<file path="src/rtl/nvs_pkg.sv">
package nvs_pkg;
  localparam int BANK_W  = 2;
  localparam int IDX_W   = 2;
  localparam int CELL_AW = BANK_W + IDX_W;
  localparam int N_CELLS = 1 << CELL_AW;

  typedef struct packed {
    logic [BANK_W-1:0] bank;
    logic [IDX_W-1:0]  idx;
  } nvs_addr_t;

  function automatic logic [CELL_AW-1:0] cell_of(nvs_addr_t a);
    return {a.bank, a.idx};
  endfunction
endpackage

</file>
<file path="src/rtl/nvs_cell_array.sv">
module nvs_cell_array
  import nvs_pkg::*;
#(
  parameter int DATA_W = 8,
  parameter logic [DATA_W-1:0] INIT_VAL = '0
) (
  input  logic              clk,
  input  logic              rst_n,
  input  logic              we,
  input  nvs_addr_t         waddr,
  input  logic [DATA_W-1:0] wdata,
  input  nvs_addr_t         raddr,
  output logic [DATA_W-1:0] rdata,
  input  logic [IDX_W-1:0]  ld_idx,
  output logic [DATA_W-1:0] ld_data
);
  logic [DATA_W-1:0] cells [N_CELLS];
  logic [CELL_AW-1:0] widx;
  assign widx = cell_of(waddr);

  for (genvar g = 0; g < N_CELLS; g++) begin : g_cell
    always_ff @(posedge clk or negedge rst_n) begin
      if (!rst_n)
        cells[g] <= INIT_VAL;
      else if (we && widx == CELL_AW'(g))
        cells[g] <= wdata;
    end
  end

  assign rdata   = cells[cell_of(raddr)];
  // bank 0 occupies the lowest cells, so the index alone selects it
  assign ld_data = cells[{{BANK_W{1'b0}}, ld_idx}];
endmodule

</file>
<file path="src/rtl/nvs_busy_timer.sv">
module nvs_busy_timer #(
  parameter int WR_CYCLES = 16
) (
  input  logic clk,
  input  logic rst_n,
  input  logic start,
  output logic busy,
  output logic done
);
  localparam int CNT_W = (WR_CYCLES < 2) ? 1 : $clog2(WR_CYCLES);
  logic [CNT_W-1:0] cnt;

  always_ff @(posedge clk or negedge rst_n) begin
    if (!rst_n) begin
      busy <= 1'b0;
      cnt  <= '0;
    end else if (start) begin
      busy <= 1'b1;
      cnt  <= CNT_W'(WR_CYCLES - 1);
    end else if (busy) begin
      if (cnt == '0) busy <= 1'b0;
      else           cnt  <= cnt - 1'b1;
    end
  end

  assign done = busy && (cnt == '0);
endmodule

</file>
<file path="src/rtl/nvs_req_select.sv">
module nvs_req_select
  import nvs_pkg::*;
#(
  parameter int DATA_W = 8
) (
  input  logic              busy,
  input  logic              wp_n,
  input  logic              wr_valid,
  input  nvs_addr_t         wr_addr,
  input  logic [DATA_W-1:0] wr_data,
  input  logic              sv_valid,
  input  logic [IDX_W-1:0]  sv_reg,
  input  logic [DATA_W-1:0] sv_data,
  output logic              wr_ready,
  output logic              sv_ready,
  output logic              start,
  output nvs_addr_t         sel_addr,
  output logic [DATA_W-1:0] sel_data
);
  logic wr_take, sv_take;

  assign wr_ready = !busy;
  assign sv_ready = !busy && !wr_valid;
  assign wr_take  = wr_valid && wr_ready;
  assign sv_take  = sv_valid && sv_ready;
  assign start    = (wr_take || sv_take) && wp_n;

  always_comb begin
    if (wr_take) begin
      sel_addr = wr_addr;
      sel_data = wr_data;
    end else begin
      sel_addr.bank = '0;
      sel_addr.idx  = sv_reg;
      sel_data      = sv_data;
    end
  end
endmodule

</file>
<file path="src/rtl/nvs_bank_store.sv">
module nvs_bank_store
  import nvs_pkg::*;
#(
  parameter int DATA_W = 8,
  parameter int WR_CYCLES = 16,
  parameter logic [DATA_W-1:0] INIT_VAL = 8'h80
) (
  input  logic              clk,
  input  logic              rst_n,
  input  logic              wp_n,
  input  logic              wr_valid,
  output logic              wr_ready,
  input  logic [1:0]        wr_bank,
  input  logic [1:0]        wr_reg,
  input  logic [DATA_W-1:0] wr_data,
  input  logic              sv_valid,
  output logic              sv_ready,
  input  logic [1:0]        sv_reg,
  input  logic [DATA_W-1:0] sv_data,
  input  logic [1:0]        rd_bank,
  input  logic [1:0]        rd_reg,
  output logic [DATA_W-1:0] rd_data,
  input  logic              ld_valid,
  input  logic [1:0]        ld_reg,
  output logic              wiper_load_valid,
  output logic [DATA_W-1:0] wiper_load_data,
  output logic              wip
);
  nvs_addr_t         wr_addr, rd_addr, sel_addr, pend_addr;
  logic [DATA_W-1:0] sel_data, pend_data, ld_data;
  logic              start, done, recall_q;
  logic [IDX_W-1:0]  ld_idx;

  assign wr_addr = '{bank: wr_bank, idx: wr_reg};
  assign rd_addr = '{bank: rd_bank, idx: rd_reg};

  nvs_req_select #(.DATA_W(DATA_W)) u_sel (
    .busy(wip), .wp_n(wp_n),
    .wr_valid(wr_valid), .wr_addr(wr_addr), .wr_data(wr_data),
    .sv_valid(sv_valid), .sv_reg(sv_reg), .sv_data(sv_data),
    .wr_ready(wr_ready), .sv_ready(sv_ready), .start(start),
    .sel_addr(sel_addr), .sel_data(sel_data)
  );

  nvs_busy_timer #(.WR_CYCLES(WR_CYCLES)) u_tmr (
    .clk(clk), .rst_n(rst_n), .start(start), .busy(wip), .done(done)
  );

  // request captured at acceptance, committed when the window closes
  always_ff @(posedge clk or negedge rst_n) begin
    if (!rst_n) begin
      pend_addr <= '0;
      pend_data <= '0;
    end else if (start) begin
      pend_addr <= sel_addr;
      pend_data <= sel_data;
    end
  end

  assign ld_idx = recall_q ? '0 : ld_reg;

  nvs_cell_array #(.DATA_W(DATA_W), .INIT_VAL(INIT_VAL)) u_cells (
    .clk(clk), .rst_n(rst_n), .we(done), .waddr(pend_addr),
    .wdata(pend_data), .raddr(rd_addr), .rdata(rd_data),
    .ld_idx(ld_idx), .ld_data(ld_data)
  );

  // power-up recall of bank 0 register 0, then on-demand loads
  always_ff @(posedge clk or negedge rst_n) begin
    if (!rst_n) begin
      recall_q         <= 1'b1;
      wiper_load_valid <= 1'b0;
      wiper_load_data  <= '0;
    end else begin
      recall_q         <= 1'b0;
      wiper_load_valid <= recall_q || ld_valid;
      if (recall_q || ld_valid) wiper_load_data <= ld_data;
    end
  end
endmodule

</file>
<file path="config.mk">
export PLATFORM = sky130hd
export DESIGN_NAME = nvs_bank_store
export DESIGN_NICKNAME = d
export VERILOG_FILES = /design/src/rtl/nvs_pkg.sv /design/src/rtl/nvs_cell_array.sv /design/src/rtl/nvs_busy_timer.sv /design/src/rtl/nvs_req_select.sv /design/src/rtl/nvs_bank_store.sv
export SDC_FILE = /design/constraint.sdc
export NUM_CORES = 1
export LEC_CHECK = 0
export ABC_AREA = 1
export ABC_CLOCK_PERIOD_IN_PS = 2050
export BUFFER_PORTS_ARGS = -buffer_cell sky130_fd_sc_hd__buf_4
export CAP_MARGIN = 20
export CORE_ASPECT_RATIO = 0.75
export CORE_MARGIN = 4
export CORE_UTILIZATION = 30
export CTS_CLUSTER_SIZE = 24
export DETAILED_ROUTE_END_ITERATION = 16
export SLEW_MARGIN = 15
export SYNTH_ARGS = -nofsm -noshare
export SYNTH_HDL_FRONTEND = slang
export SYNTH_SLANG_ARGS = --single-unit
</file>
<file path="constraint.sdc">
create_clock -name clk -period 2.05 [get_ports clk]
set_input_delay 0.3075 -clock clk [delete_from_list [all_inputs] [get_ports clk]]
set_output_delay 0.3075 -clock clk [all_outputs]
set_load 0.03 [all_outputs]
</file>
; After elaboration in Yosys (flattened, before gate mapping)
; Cells that the tools add are included.
[totals]
ff_bits = 155
latchBits = 0
ram_bits = 0
mem_bits_ro = 0
inputBits = 34
output_inout_bits = 20
elab_cells = 89
memories = 0
[classes]
add_sub_neg = 1
multipliers = 0
div_mod_pow = 0
n_lt_le_gt_ge = 2
eq_ne = 16
shifts = 0
mux = 15
n_bitwise = 2
n_reduce_logical = 29
[ops]
columns = operator, count
row1 = 8-bit binary-select mux with 4-bit select, 2
row2 = 8-bit two-way mux, 5
row3 = 4-bit == test (second input constant), 8
row4 = 1-bit logical AND, 21
row5 = 4-bit by 3-bit == test with 1-bit output (second input constant), 4
row6 = 4-bit two-way mux, 4
row7 = 5-bit >= comparator (second input constant), 2
row8 = 4-bit by 2-bit == test with 1-bit output (second input constant), 2
row9 = 4-bit logical NOT, 2
row10 = 2-bit inverter with 5-bit output, 1
row11 = 4-bit inverter with 5-bit output, 1
row12 = 4-bit by 1-bit == test with 1-bit output (second input constant), 1
row13 = 4-bit by 1-bit subtractor with 4-bit output (second input constant), 1
row14 = 1-bit two-way mux, 3
row15 = 1-bit logical NOT, 2
row16 = 1-bit logical OR, 2
row17 = 2-bit two-way mux, 1
row18 = 2-bit != test (second input constant), 1
row19 = 2-bit AND reduction, 1
row20 = 2-bit nonzero test, 1

; Depth between registers and ports, before layout
; Gate-level depths: netlist of run 1.
[depth]
ltp_word = 7
ltp_mapped = 10
mapped_depth_nobuf = 8

; By module
; From an unflattened synthesis of run 1, not the netlist that was laid out.
[hier_totals]
hier_cells = 1053
hier_area_um2 = 7937.6
[by_module_without_submodules]
columns = mod, n_inst, cells_per_inst, area_per_inst_um2, seq_area_each_um2
row1 = nvs_cell_array, 1, 881, 6526.3, 3223.1
row2 = nvs_bank_store, 1, 93, 928.4, 551.8
row3 = nvs_busy_timer, 1, 36, 286.5, 125.1
row4 = nvs_req_select, 1, 43, 196.4, 0.0

; Least setup slack after synthesis of run 1
; Ideal clock, no wire load.
[synth_path]
kind = input -> output
start = input rd_reg[1]
end = output rd_data[0]
arrival_time_ns = 1.300
required_time_ns = 1.742
path_slack_ns = 0.442
stages = 7
n_path_buf = 2
cell_sequence = clkbuf_1 inv_1 clkbuf_1 nand3_1 nand3_1 nand3_1 nand2_1
[synth_via]
elab_chain_cells = 4
[synth_lines]
columns = item, line_no
row1 = from (decl), nvs_bank_store.sv:21  ; input logic [1:0] rd_reg,
row2 = 4-bit inverter with 5-bit output (implied by the code), nvs_cell_array.sv:30  ; assign rdata = cells[cell_of(raddr)];
row3 = 8-bit binary-select mux with 4-bit select, nvs_cell_array.sv:30
row4 = 8-bit two-way mux (implied by the code) (2 in a row), nvs_cell_array.sv:30
row5 = to (decl), nvs_bank_store.sv:22  ; output logic [DATA_W-1:0] rd_data,
; Every way passes these cells. The select of a mux whose other input is x is not followed.

; Worst setup path in the final report of run 1
[layout_path]
start = register u_cells.cells[95] (netlist name)
end = output rd_data[7]
[layout_via]
elab_chain_cells = 3
[layout_lines]
columns = item, line_no
row1 = from (decl), nvs_cell_array.sv:17  ; logic [DATA_W-1:0] cells [N_CELLS];
row2 = "from (signal, indexed assignment)", nvs_cell_array.sv:26  ; cells[g] <= wdata;
row3 = 8-bit binary-select mux with 4-bit select, nvs_cell_array.sv:30
row4 = 8-bit two-way mux (implied by the code) (2 in a row), nvs_cell_array.sv:30
; Every way passes these cells. The select of a mux whose other input is x is not followed.

==> results.py, run 1 <==
metrics = {
    "timing": {
        "final.period_utilization": 0.942,
        "period_minus_slack_ns": 1.93,
        "hold_viol": 0,
        "rsz0062_at_grt": "false",
        "holdWs_ns": 0.0918,
        "final_max_slew_viol_count": 0,
        "tightestPinTransition_ns": 0.845,
        "setup_violations": 0,
        "fmax_mhz": 518,
        "relSlewSlack": 0.437,
        "setup_tns_ns": 0,
        "fin_worst_skew_ns": 0.0115,
    },
    "power_and_ir_drop": {
        "clkPwrFrac": 0.317,
        "p_per_area_mw_per_mm2": 1090,
        "combPwrFrac": 0.282,
        "leakagePower_nw": 4.81,
        "total_power_mw": 10.3,
        "ir_worst_vdd_uv": 556,
        "netSwitchingPower_mw": 3.86,
        "seqPwrFrac": 0.401,
        "p_int_mw": 6.45,
        "swShare": 0.374,
    },
    "floorplan": {
        "dieArea_mm2": 0.0294,
        "die_width_um": 197,
        "initial_core_util": 0.307,
        "io_pins": 54,
        "placementRows": 51,
        "coreArea_mm2": 0.0261,
        "die_h_um": 149,
    },
    "synthesis": {
        "synth_top_cell_area_share": 0.431,
        "synth-edff-count": 0,
        "syn_avg_cell_area_um2": 7.47,
        "syn-num-nets": 1107,
        "synth-async-reset-ratio": 1.00,
        "synth_top_cell_by_area": "dfrtp_1",
        "ys.flop_type": "dfrtp_1",
        "syn_area_mm2": 0.00801,
        "syn_inst": 1072,
        "ys_types": 29,
        "yosysSeqAreaShare": 0.487,
        "synth_warnings": 0,
        "synth_area_leaders": "dfrtp_1, nand2_1, nand3_1, inv_1, o21ai_1",
        "synth-seq-cells": 155,
    },
    "critical_path": {
        "crit_type": "reg2out",
        "critPathTopFamily": "flip-flops",
        "cp-start-kind": "flip-flop",
        "cp_common_cell": "nand3_1",
        "end_kind": "output port",
        "arrival_ns": 1.62,
        "cp_slowest_cell": "dfstp_2",
        "max_stage_delay_ns": 0.52,
        "path_max_fanout": 2,
        "cp_data_required_time_ns": 1.74,
        "worstPathCellList": "inv_1, nand2_1, nand3_1, nand3_1, nand3_1, nand2_1, buf_4",
        "crit_buf_inv": 2,
    },
    "global_route": {
        "grt_util_all_layers": 0.158,
        "grt_pass1_vias": 6466,
        "globalRouteOverflowTotal": 0,
        "grt_antenna_before_repair": 0,
        "grt_max_degree": 65,
        "grt_pass1_wl_mm": 36.3,
    },
    "route": {
        "wl_mm": 22.2,
        "ant_nets": 0,
        "via_per_inst": 4.61,
        "drc": 0,
        "drt-initial-drc-count": 623,
        "drtPass1Iterations": 6,
        "wire_per_inst_um": 15.0,
        "vias": 6800,
    },
    "place": {
        "hpwl_mm": 14.7,
        "port_buffers": 53,
        "post_dp_cell_area_mm2": 0.00884,
        "gp_congestion": 0.817,
    },
    "clocking": {
        "root_buffer": "clkbuf_16",
        "postCtsSetupBuffers": 0,
        "cts_buffer_depth": 2,
        "clkSlewWorstSetupHoldPaths_ns": 0.07,
        "cts.sink_count": 155,
        "h-tree-depth": 4,
        "clk_latency_ns": 0.44,
        "cts_tree": "done",
        "cts_made_buffers": 17,
    },
    "final_layout": {
        "nNetsFinal": 1152,
        "design_area_mm2": 0.00945,
        "syn2layout_area_growth_pct": 18.0,
        "n_antenna_cell": 0,
        "drive_above_1_share": 0.142,
    },
    "flow_run": {
        "cap_violations": 0,
    },
    "hold_path": {
        "hold_class": "in2reg",
    },
    "run_status": {
        "status": "complete, no violations",
    },
}
## per-layer routing
layer	track usage	wire length, µm	vias up
met1	0.235	11100	3126
met2	0.238	9510	239
met3	0.0349	1390	17
li1	-	-	3418
met5	0	0	-
met4	0.0326	174	0
## through the flow
stage          worst slack, ns  std cells   util
2_1_floorplan            0.442       1072      -
3_3_place_gp             0.310       1441  0.339
3_5_place_dp             0.277       1441  0.339
4_1_cts                 0.0975       1474  0.362
5_1_grt                 0.0326       1474  0.362
6_report                 0.118       1474  0.362
## power groups by stage
stage,Combinational [mW],Clock [mW],Sequential (mW)
final,2.91,3.27,4.13
after global routing,3.26,3.46,4.22
after CTS,2.92,3.31,4.13
after detailed placement,2.90,0,4.18
after global placement,2.88,0,4.16
after floorplan,1.88,0,4.10
## cells in the final DEF, fill, tap and decap left out
cell type      instances
buf_4                 80
inv_6                  6
clkbuf_16             17
nor2_8                 9
buf_12                 6
clkinv_1               1
nand2_1              371
clkinv_2               1
dlygate4sd3_1          1
clkinv_4               1
dfstp_2               17
nor2_2                 6
conb_1                 1
o21ai_0               55
nand2_4                1
or2_2                  1
clkbuf_8               1
o211ai_1               3
a21oi_1                2
bufinv_16              2
buf_6                  1
nor3_4                 1
inv_2                  4
nor2_1                31
o21a_1                 1
nand4_1                1
clkinvlp_4             3
ha_1                   1
o21ai_1               93
nand2_2                1
inv_8                  1
nor2_4                 1
nand3_1              125
inv_1                146
dfrtp_1              138
## worst register-to-register path, cell delays in order, from the launching register on
cell and delay (ns):
dfrtp_1 0.38, inv_1 0.10, ha_1 0.18, nand2_2 0.09, nor2_4 0.12, nand2_4 0.18, buf_4 0.26, nor2_8 0.22
nand2_1 0.08, o21ai_1 0.11
## worst paths after layout
kind	start	end	slack (ns)	cells after the start
max	u_cells.cells[95]	rd_data[7]	0.12	7
min	wr_data[3]	pend_data[3]	0.09	3
max reg2reg	u_tmr.cnt[0]	u_cells.cells[66]	0.25	9
min reg2reg	u_cells.cells[7]	u_cells.cells[7]	0.47	2
max in group asynchronous	rst_n	u_cells.cells[47]	0.93	3
min in group asynchronous	rst_n	wiper_load_data[4]	0.40	2
## cell type report
cell class	count	area, µm²
clock buffers	18	439
flip-flops and latches	155	3900
clock inverters	14	160
fillers	2697	16700
multi-input cells	704	3210
well taps	344	430
inverters	151	567
repair buffers	88	742
## registers in the layout, summed over array words and instances (netlist names)
register / cells
pend_addr: 4
pend_data: 8
recall_q: 1
u_cells.cells: 128
u_tmr.busy: 1
u_tmr.cnt: 4
wiper_load_data: 8
wiper_load_valid: 1
## logic make-up (layout without fill, tap and decap cells)
logic type | after synthesis | count (layout) | share of synthesized area
simple gates | 548 | 548 | 0.301
buf+inv | 213 | 271 | 0.112
flops | 155 | 155 | 0.487
compound gates | 154 | 154 | 0.0975
fa+ha+maj | 1 | 1 | 0.00156
other cells | 1 | 1 | 0.000468
## cells in the mapped netlist, types with 2 or more instances
cell      instances
o211ai_1          3
inv_2             4
buf_2             9
nor2_1           31
buf_6             9
clkbuf_1         32
nor2_2            6
inv_1           146
o21ai_1          93
nand2_1         371
buf_1            10
a21oi_1           2
dfrtp_1         138
o21ai_0          55
nor2_8            9
dfstp_2          17
nand3_1         125
## repair_timing
action,4_1_cts,5_1_grt
gates resized for setup,0,0
hold endpoints to repair,46,0
endpoints found under the setup margin,0,0
hold buffers,1,0
No activity file was read; power rests on OpenSTA's default activity.
==> run 2, diff against run 1 <==
--- a/config.mk
+++ b/config.mk
@@ -14,6 +14,7 @@
 export CORE_UTILIZATION = 30
 export CTS_CLUSTER_SIZE = 24
 export DETAILED_ROUTE_END_ITERATION = 16
+export RECOVER_POWER = 50
 export SLEW_MARGIN = 15
 export SYNTH_ARGS = -nofsm -noshare
 export SYNTH_HDL_FRONTEND = slang
==> run 2 against run 1 <==
  * Register-to-register slack about the same
  * Sequential share of layout area up 0.18 points
  * Clock power about the same
  * Critical path type unchanged
  * Critical endpoint unchanged
  * Largest cell class unchanged
==> results.py, run 2 (same netlist as run 1, synthesis figures left out) <==
metrics = {
    "run_status": {
        "status": "complete, no violations",
    },
    "timing": {
        "fmax_mhz": 518,
        "tightestPinTransition_ns": 1.42,
        "setup_violations": 0,
        "fin_worst_skew_ns": 0.0113,
        "rsz0062_at_grt": "false",
        "setup_tns_ns": 0,
        "final_max_slew_viol_count": 0,
        "relSlewSlack": 0.0531,
        "final.period_utilization": 0.943,
        "hold_viol": 0,
        "period_minus_slack_ns": 1.93,
        "holdWs_ns": 0.0903,
    },
    "clocking": {
        "cts.sink_count": 155,
        "postCtsSetupBuffers": 0,
        "clk_latency_ns": 0.44,
        "h-tree-depth": 4,
        "cts_hold_buf": 1,
        "post_cts_resized": 0,
        "cts_buffer_depth": 2,
        "cts_made_buffers": 17,
        "clkSlewWorstSetupHoldPaths_ns": 0.07,
        "cts_tree": "done",
        "root_buffer": "clkbuf_16",
    },
    "critical_path": {
        "end_kind": "output port",
        "max_stage_delay_ns": 0.53,
        "critPathLaunch": "u_cells.cells[7]",
        "cp-start-kind": "flip-flop",
        "cp_common_cell": "nand3_1",
        "cp_data_required_time_ns": 1.74,
        "path_max_fanout": 2,
        "arrival_ns": 1.62,
        "worstPathCellList": "inv_1, nand2_1, nand3_1, nand3_1, nand3_1, nand2_1, buf_4",
        "cp_slowest_cell": "dfstp_2",
        "r2r-start": "u_tmr.cnt[0]",
        "crit_type": "reg2out",
        "crit_buf_inv": 2,
        "critPathTopFamily": "flip-flops",
    },
    "route": {
        "ant_nets": 0,
        "drt-initial-drc-count": 643,
        "drc": 0,
        "via_per_inst": 4.60,
        "vias": 6780,
        "drtPass1Iterations": 6,
        "wire_per_inst_um": 15.0,
        "wl_mm": 22.2,
    },
    "floorplan": {
        "die_width_um": 197,
        "io_pins": 54,
        "dieArea_mm2": 0.0294,
        "placementRows": 51,
        "initial_core_util": 0.307,
        "die_h_um": 149,
        "coreArea_mm2": 0.0261,
    },
    "global_route": {
        "grt_pass1_wl_mm": 36.3,
        "grt_antenna_before_repair": 0,
        "grt_util_all_layers": 0.158,
        "grt_pass1_vias": 6466,
        "globalRouteOverflowTotal": 0,
        "grt_max_degree": 65,
    },
    "place": {
        "port_buffers": 53,
        "gp_congestion": 0.817,
        "hpwl_mm": 14.7,
    },
    "power_and_ir_drop": {
        "p_per_area_mw_per_mm2": 1090,
        "ir_worst_vdd_uv": 557,
        "leakagePower_nw": 4.77,
    },
    "final_layout": {
        "largest_reg_flops": 128,
        "n_fill_cell": 2700,
        "regMostFlops": "u_cells.cells",
        "syn2layout_area_growth_pct": 17.5,
        "reg_top3": "u_cells.cells: 128 flops, pend_data: 8 flops, wiper_load_data: 8 flops",
        "n_antenna_cell": 0,
        "nNetsFinal": 1152,
        "mostFrequentLayoutCell": "nand2_1",
        "final_core_util": 0.360,
        "drive_above_1_share": 0.134,
        "layout.cells.most_common_list": "nand2_1, inv_1, dfrtp_1, nand3_1, o21ai_1",
    },
    "hold_path": {
        "hold_class": "in2reg",
        "worstHoldStart": "wr_data[3]",
    },
    "flow_run": {
        "cap_violations": 0,
    },
}
-- run 2: cell count changes in the layout (fill, tap and decap cells not counted), sizes merged --
cell / previous run / this run
buf: 87 / 78
clkbuf: 18 / 27
-- run 2: per-stage QoR --
step	total power [mW]	std cells	area (µm²)	worst slack [ns]
6_report	10.3	1474	9410	0.118
5_1_grt	10.9	1474	9410	0.0326
4_1_cts	10.4	1474	9450	0.0975
3_5_place_dp	7.09	1441	8840	0.277
3_3_place_gp	7.05	1441	8840	0.310
2_1_floorplan	5.98	1072	8010	0.442
-- run 2: worst reg2reg max path: cells and delay by family (launching register included) --
| kind | cells | cell delay (ns) |
|---|---|---|
| AND/OR/NAND/NOR | 5 | 0.70 |
| flip-flops | 1 | 0.38 |
| buffers and inverters | 2 | 0.36 |
| adder cells (fa/ha/maj) | 1 | 0.18 |
| AO/OA/AOI/OAI | 1 | 0.11 |
-- run 2: layout make-up --
| class | instances | area, µm² | area share |
|---|---|---|---|
| clock buffer | 18 | 439 | 0.0467 |
| tap | 344 | 430 | 0.0458 |
| timing repair buffer | 88 | 702 | 0.0746 |
| clock inverter | 14 | 160 | 0.0170 |
| multi-input combinational | 704 | 3210 | 0.341 |
| inverter | 151 | 567 | 0.0603 |
| sequential | 155 | 3900 | 0.415 |
-- run 2: worst paths after layout --
check                                endpoint  slack (ns)  cells after the start
max                                rd_data[7]        0.12                      7
max in group asynchronous   u_cells.cells[47]        0.31                      3
min in group asynchronous  wiper_load_data[4]        0.73                      2
max reg2reg                 u_cells.cells[66]        0.26                      9
min reg2reg                  u_cells.cells[7]        0.47                      2
min                              pend_data[3]        0.09                      3
-- run 2: routing by layer --
metal,track usage,share of wire
met1,0.235,0.50
met2,0.238,0.43
met3,0.0349,0.069
met4,0.0326,0.0063
met5,0,0
-- run 2: where the power goes --
group | switching [mW] | internal [mW]
clock | 1.41 | 1.86
combinational | 2.05 | 0.829
sequential | 0.405 | 3.73
total | 3.87 | 6.41
==> run 3, diff against run 2 <==
--- a/config.mk
+++ b/config.mk
@@ -11,9 +11,11 @@
 export CAP_MARGIN = 20
 export CORE_ASPECT_RATIO = 0.75
 export CORE_MARGIN = 4
-export CORE_UTILIZATION = 30
+export CORE_UTILIZATION = 61
 export CTS_CLUSTER_SIZE = 24
 export DETAILED_ROUTE_END_ITERATION = 16
+export GPL_ROUTABILITY_DRIVEN = 1
+export PLACE_DENSITY = 0.8
 export RECOVER_POWER = 50
 export SLEW_MARGIN = 15
 export SYNTH_ARGS = -nofsm -noshare
==> run 3 against run 2 <==
  * Clock-buffer cell count up 1
  * Cell area down 3.7%
  * Critical endpoint unchanged
  * Routed wire length down 6.4%
  * Largest cell class unchanged
==> results.py, run 3 (same netlist as run 1, synthesis figures left out) <==
metrics = {
    "critical_path": {
        "end_kind": "output port",
        "rr_worst_depth": 9,
        "critPathLaunch": "u_cells.cells[87]",
        "reg2reg_to": "u_cells.cells[67]",
        "cp_common_cell": "nand3_1",
        "cp_data_required_time_ns": 1.74,
        "crit_buf_inv": 2,
        "cp_slowest_cell": "dfstp_2",
        "timing.reg2reg.setup_slack_ns": 0.21,
        "path_depth": 7,
        "path_max_fanout": 2,
        "critPathTopFamily": "flip-flops",
        "cp-start-kind": "flip-flop",
        "crit_type": "reg2out",
        "endpoint": "rd_data[7]",
        "arrival_ns": 1.66,
        "r2r-start": "u_tmr.cnt[0]",
        "max_stage_delay_ns": 0.52,
        "worstPathCellList": "inv_1, nand2_1, nand3_1, nand3_1, nand3_1, nand2_1, buf_4",
    },
    "power_and_ir_drop": {
        "ir_worst_vdd_uv": 862,
        "swShare": 0.378,
        "netSwitchingPower_mw": 3.73,
        "p_per_area_mw_per_mm2": 1090,
        "p_int_mw": 6.13,
        "seqPwrFrac": 0.450,
        "combPwrFrac": 0.247,
        "leakagePower_nw": 4.70,
        "clkPwrFrac": 0.303,
        "total_power_mw": 9.87,
    },
    "timing": {
        "tightestPinTransition_ns": 0.902,
        "holdWs_ns": 0.0938,
        "relSlewSlack": 0.399,
        "fin_worst_skew_ns": 0.0107,
        "hold_viol": 0,
        "final_max_slew_viol_count": 0,
        "fmax_mhz": 508,
        "setup_tns_ns": 0,
        "rsz0062_at_grt": "false",
        "setup_violations": 0,
        "period_minus_slack_ns": 1.97,
        "final.period_utilization": 0.961,
    },
    "clocking": {
        "cts_made_buffers": 17,
        "cts_tree": "done",
        "root_buffer": "clkbuf_16",
        "cts_buffer_depth": 2,
        "clkSlewWorstSetupHoldPaths_ns": 0.07,
        "clk_latency_ns": 0.43,
        "h-tree-depth": 4,
        "cts.sink_count": 155,
    },
    "global_route": {
        "grt_pass1_wl_mm": 34.3,
        "grt_util_all_layers": 0.289,
        "grt_pass1_vias": 6733,
        "grt_max_degree": 66,
        "globalRouteOverflowTotal": 0,
        "grt_antenna_before_repair": 0,
    },
    "floorplan": {
        "die_h_um": 107,
        "io_pins": 54,
        "die_width_um": 140,
        "initial_core_util": 0.637,
        "coreArea_mm2": 0.0126,
        "placementRows": 35,
        "dieArea_mm2": 0.0150,
    },
    "flow_run": {
        "cap_violations": 0,
    },
    "route": {
        "ant_nets": 0,
        "drc": 0,
        "wl_mm": 20.8,
        "drtPass1Iterations": 5,
        "via_per_inst": 5.45,
        "wire_per_inst_um": 16.1,
        "vias": 7023,
        "drt-initial-drc-count": 621,
    },
    "place": {
        "hpwl_mm": 13.3,
        "gp_congestion": 0.852,
        "port_buffers": 53,
        "post_dp_cell_area_mm2": 0.00853,
    },
    "final_layout": {
        "seq_area_mm2": 0.00390,
        "regMostFlops": "u_cells.cells",
        "final_core_util": 0.721,
        "n_antenna_cell": 0,
        "mostFrequentLayoutCell": "nand2_1",
        "nNetsFinal": 1144,
        "largest_reg_flops": 128,
        "layout.cells.most_common_list": "nand2_1, inv_1, dfrtp_1, nand3_1, o21ai_1",
        "multi_input_area_mm2": 0.00322,
        "reg_top3": "u_cells.cells: 128 flops, pend_data: 8 flops, wiper_load_data: 8 flops",
        "n_fill_cell": 974,
        "syn2layout_area_growth_pct": 13.1,
        "design_area_mm2": 0.00906,
        "drive_above_1_share": 0.127,
    },
    "hold_path": {
        "hold_class": "in2reg",
    },
    "run_status": {
        "status": "complete, no violations",
    },
}
[run 3: changes by cell type in the layout (fill, tap and decap cells not counted), moves of 2 or more]
cell	delta
clkinvlp_4	-2
bufinv_16	-2
buf_12	-3
buf_4	-6
clkinv_4	+3
[run 3: what timing repair did]
action	in CTS	in global routing
setup buffers	0	0
endpoints found under the hold margin	33	0
gates resized for setup	0	1
endpoints found under the setup margin	0	3
hold buffers	1	0
[run 3: stage by stage]
step / setup slack [ns] / instances
after global routing: 0.0291 / 1288
after floorplan: 0.442 / 1072
after detailed placement: 0.153 / 1255
after CTS: 0.0955 / 1288
final: 0.0806 / 1288
after global placement: 0.249 / 1255
[run 3: worst min path at each step]
stage                     startpoint                 end  slack, ns  cells past startpoint
after floorplan                rst_n        pend_addr[0]       0.01                      0
after global placement         rst_n  wiper_load_data[3]       0.23                      1
after detailed placement       rst_n  wiper_load_data[3]       0.23                      1
after CTS                 wr_data[5]        pend_data[5]        0.1                      3
after global routing      wr_data[0]        pend_data[0]       0.10                      3
final                     wr_data[4]        pend_data[4]       0.09                      3
[run 3: layout make-up]
type                       instances  share of cell area
clock buffer                      19              0.0500
clock inverter                    13              0.0116
inverter                         151              0.0626
multi-input combinational        704               0.355
sequential                       155               0.431
tap                              166              0.0229
timing repair buffer              80              0.0671
[run 3: tightest hold or removal path, delay by kind of cell]
kind	cells	cell delay, ns
AO/OA/AOI/OAI	1	0.05
buffers and inverters	1	0.07
AND/OR/NAND/NOR	1	0.05
[run 3: per-layer routing]
| layer | up-vias | routed length (µm) | track usage |
|---|---|---|---|
| li1 | 3402 | - | - |
| met1 | 3257 | 9080 | 0.411 |
| met2 | 319 | 9550 | 0.448 |
| met3 | 45 | 1760 | 0.0642 |
| met4 | 0 | 382 | 0.0809 |
| met5 | - | 0 | 0 |
[run 3: power by group through the flow]
stage                     Combinational (mW)  Clock, mW  Sequential, mW
after floorplan                         1.88          0            4.10
after global placement                  2.36          0            4.42
after detailed placement                2.43          0            4.45
after CTS                               2.46       3.00            4.41
after global routing                    2.74       3.16            4.51
final                                   2.43       2.99            4.44
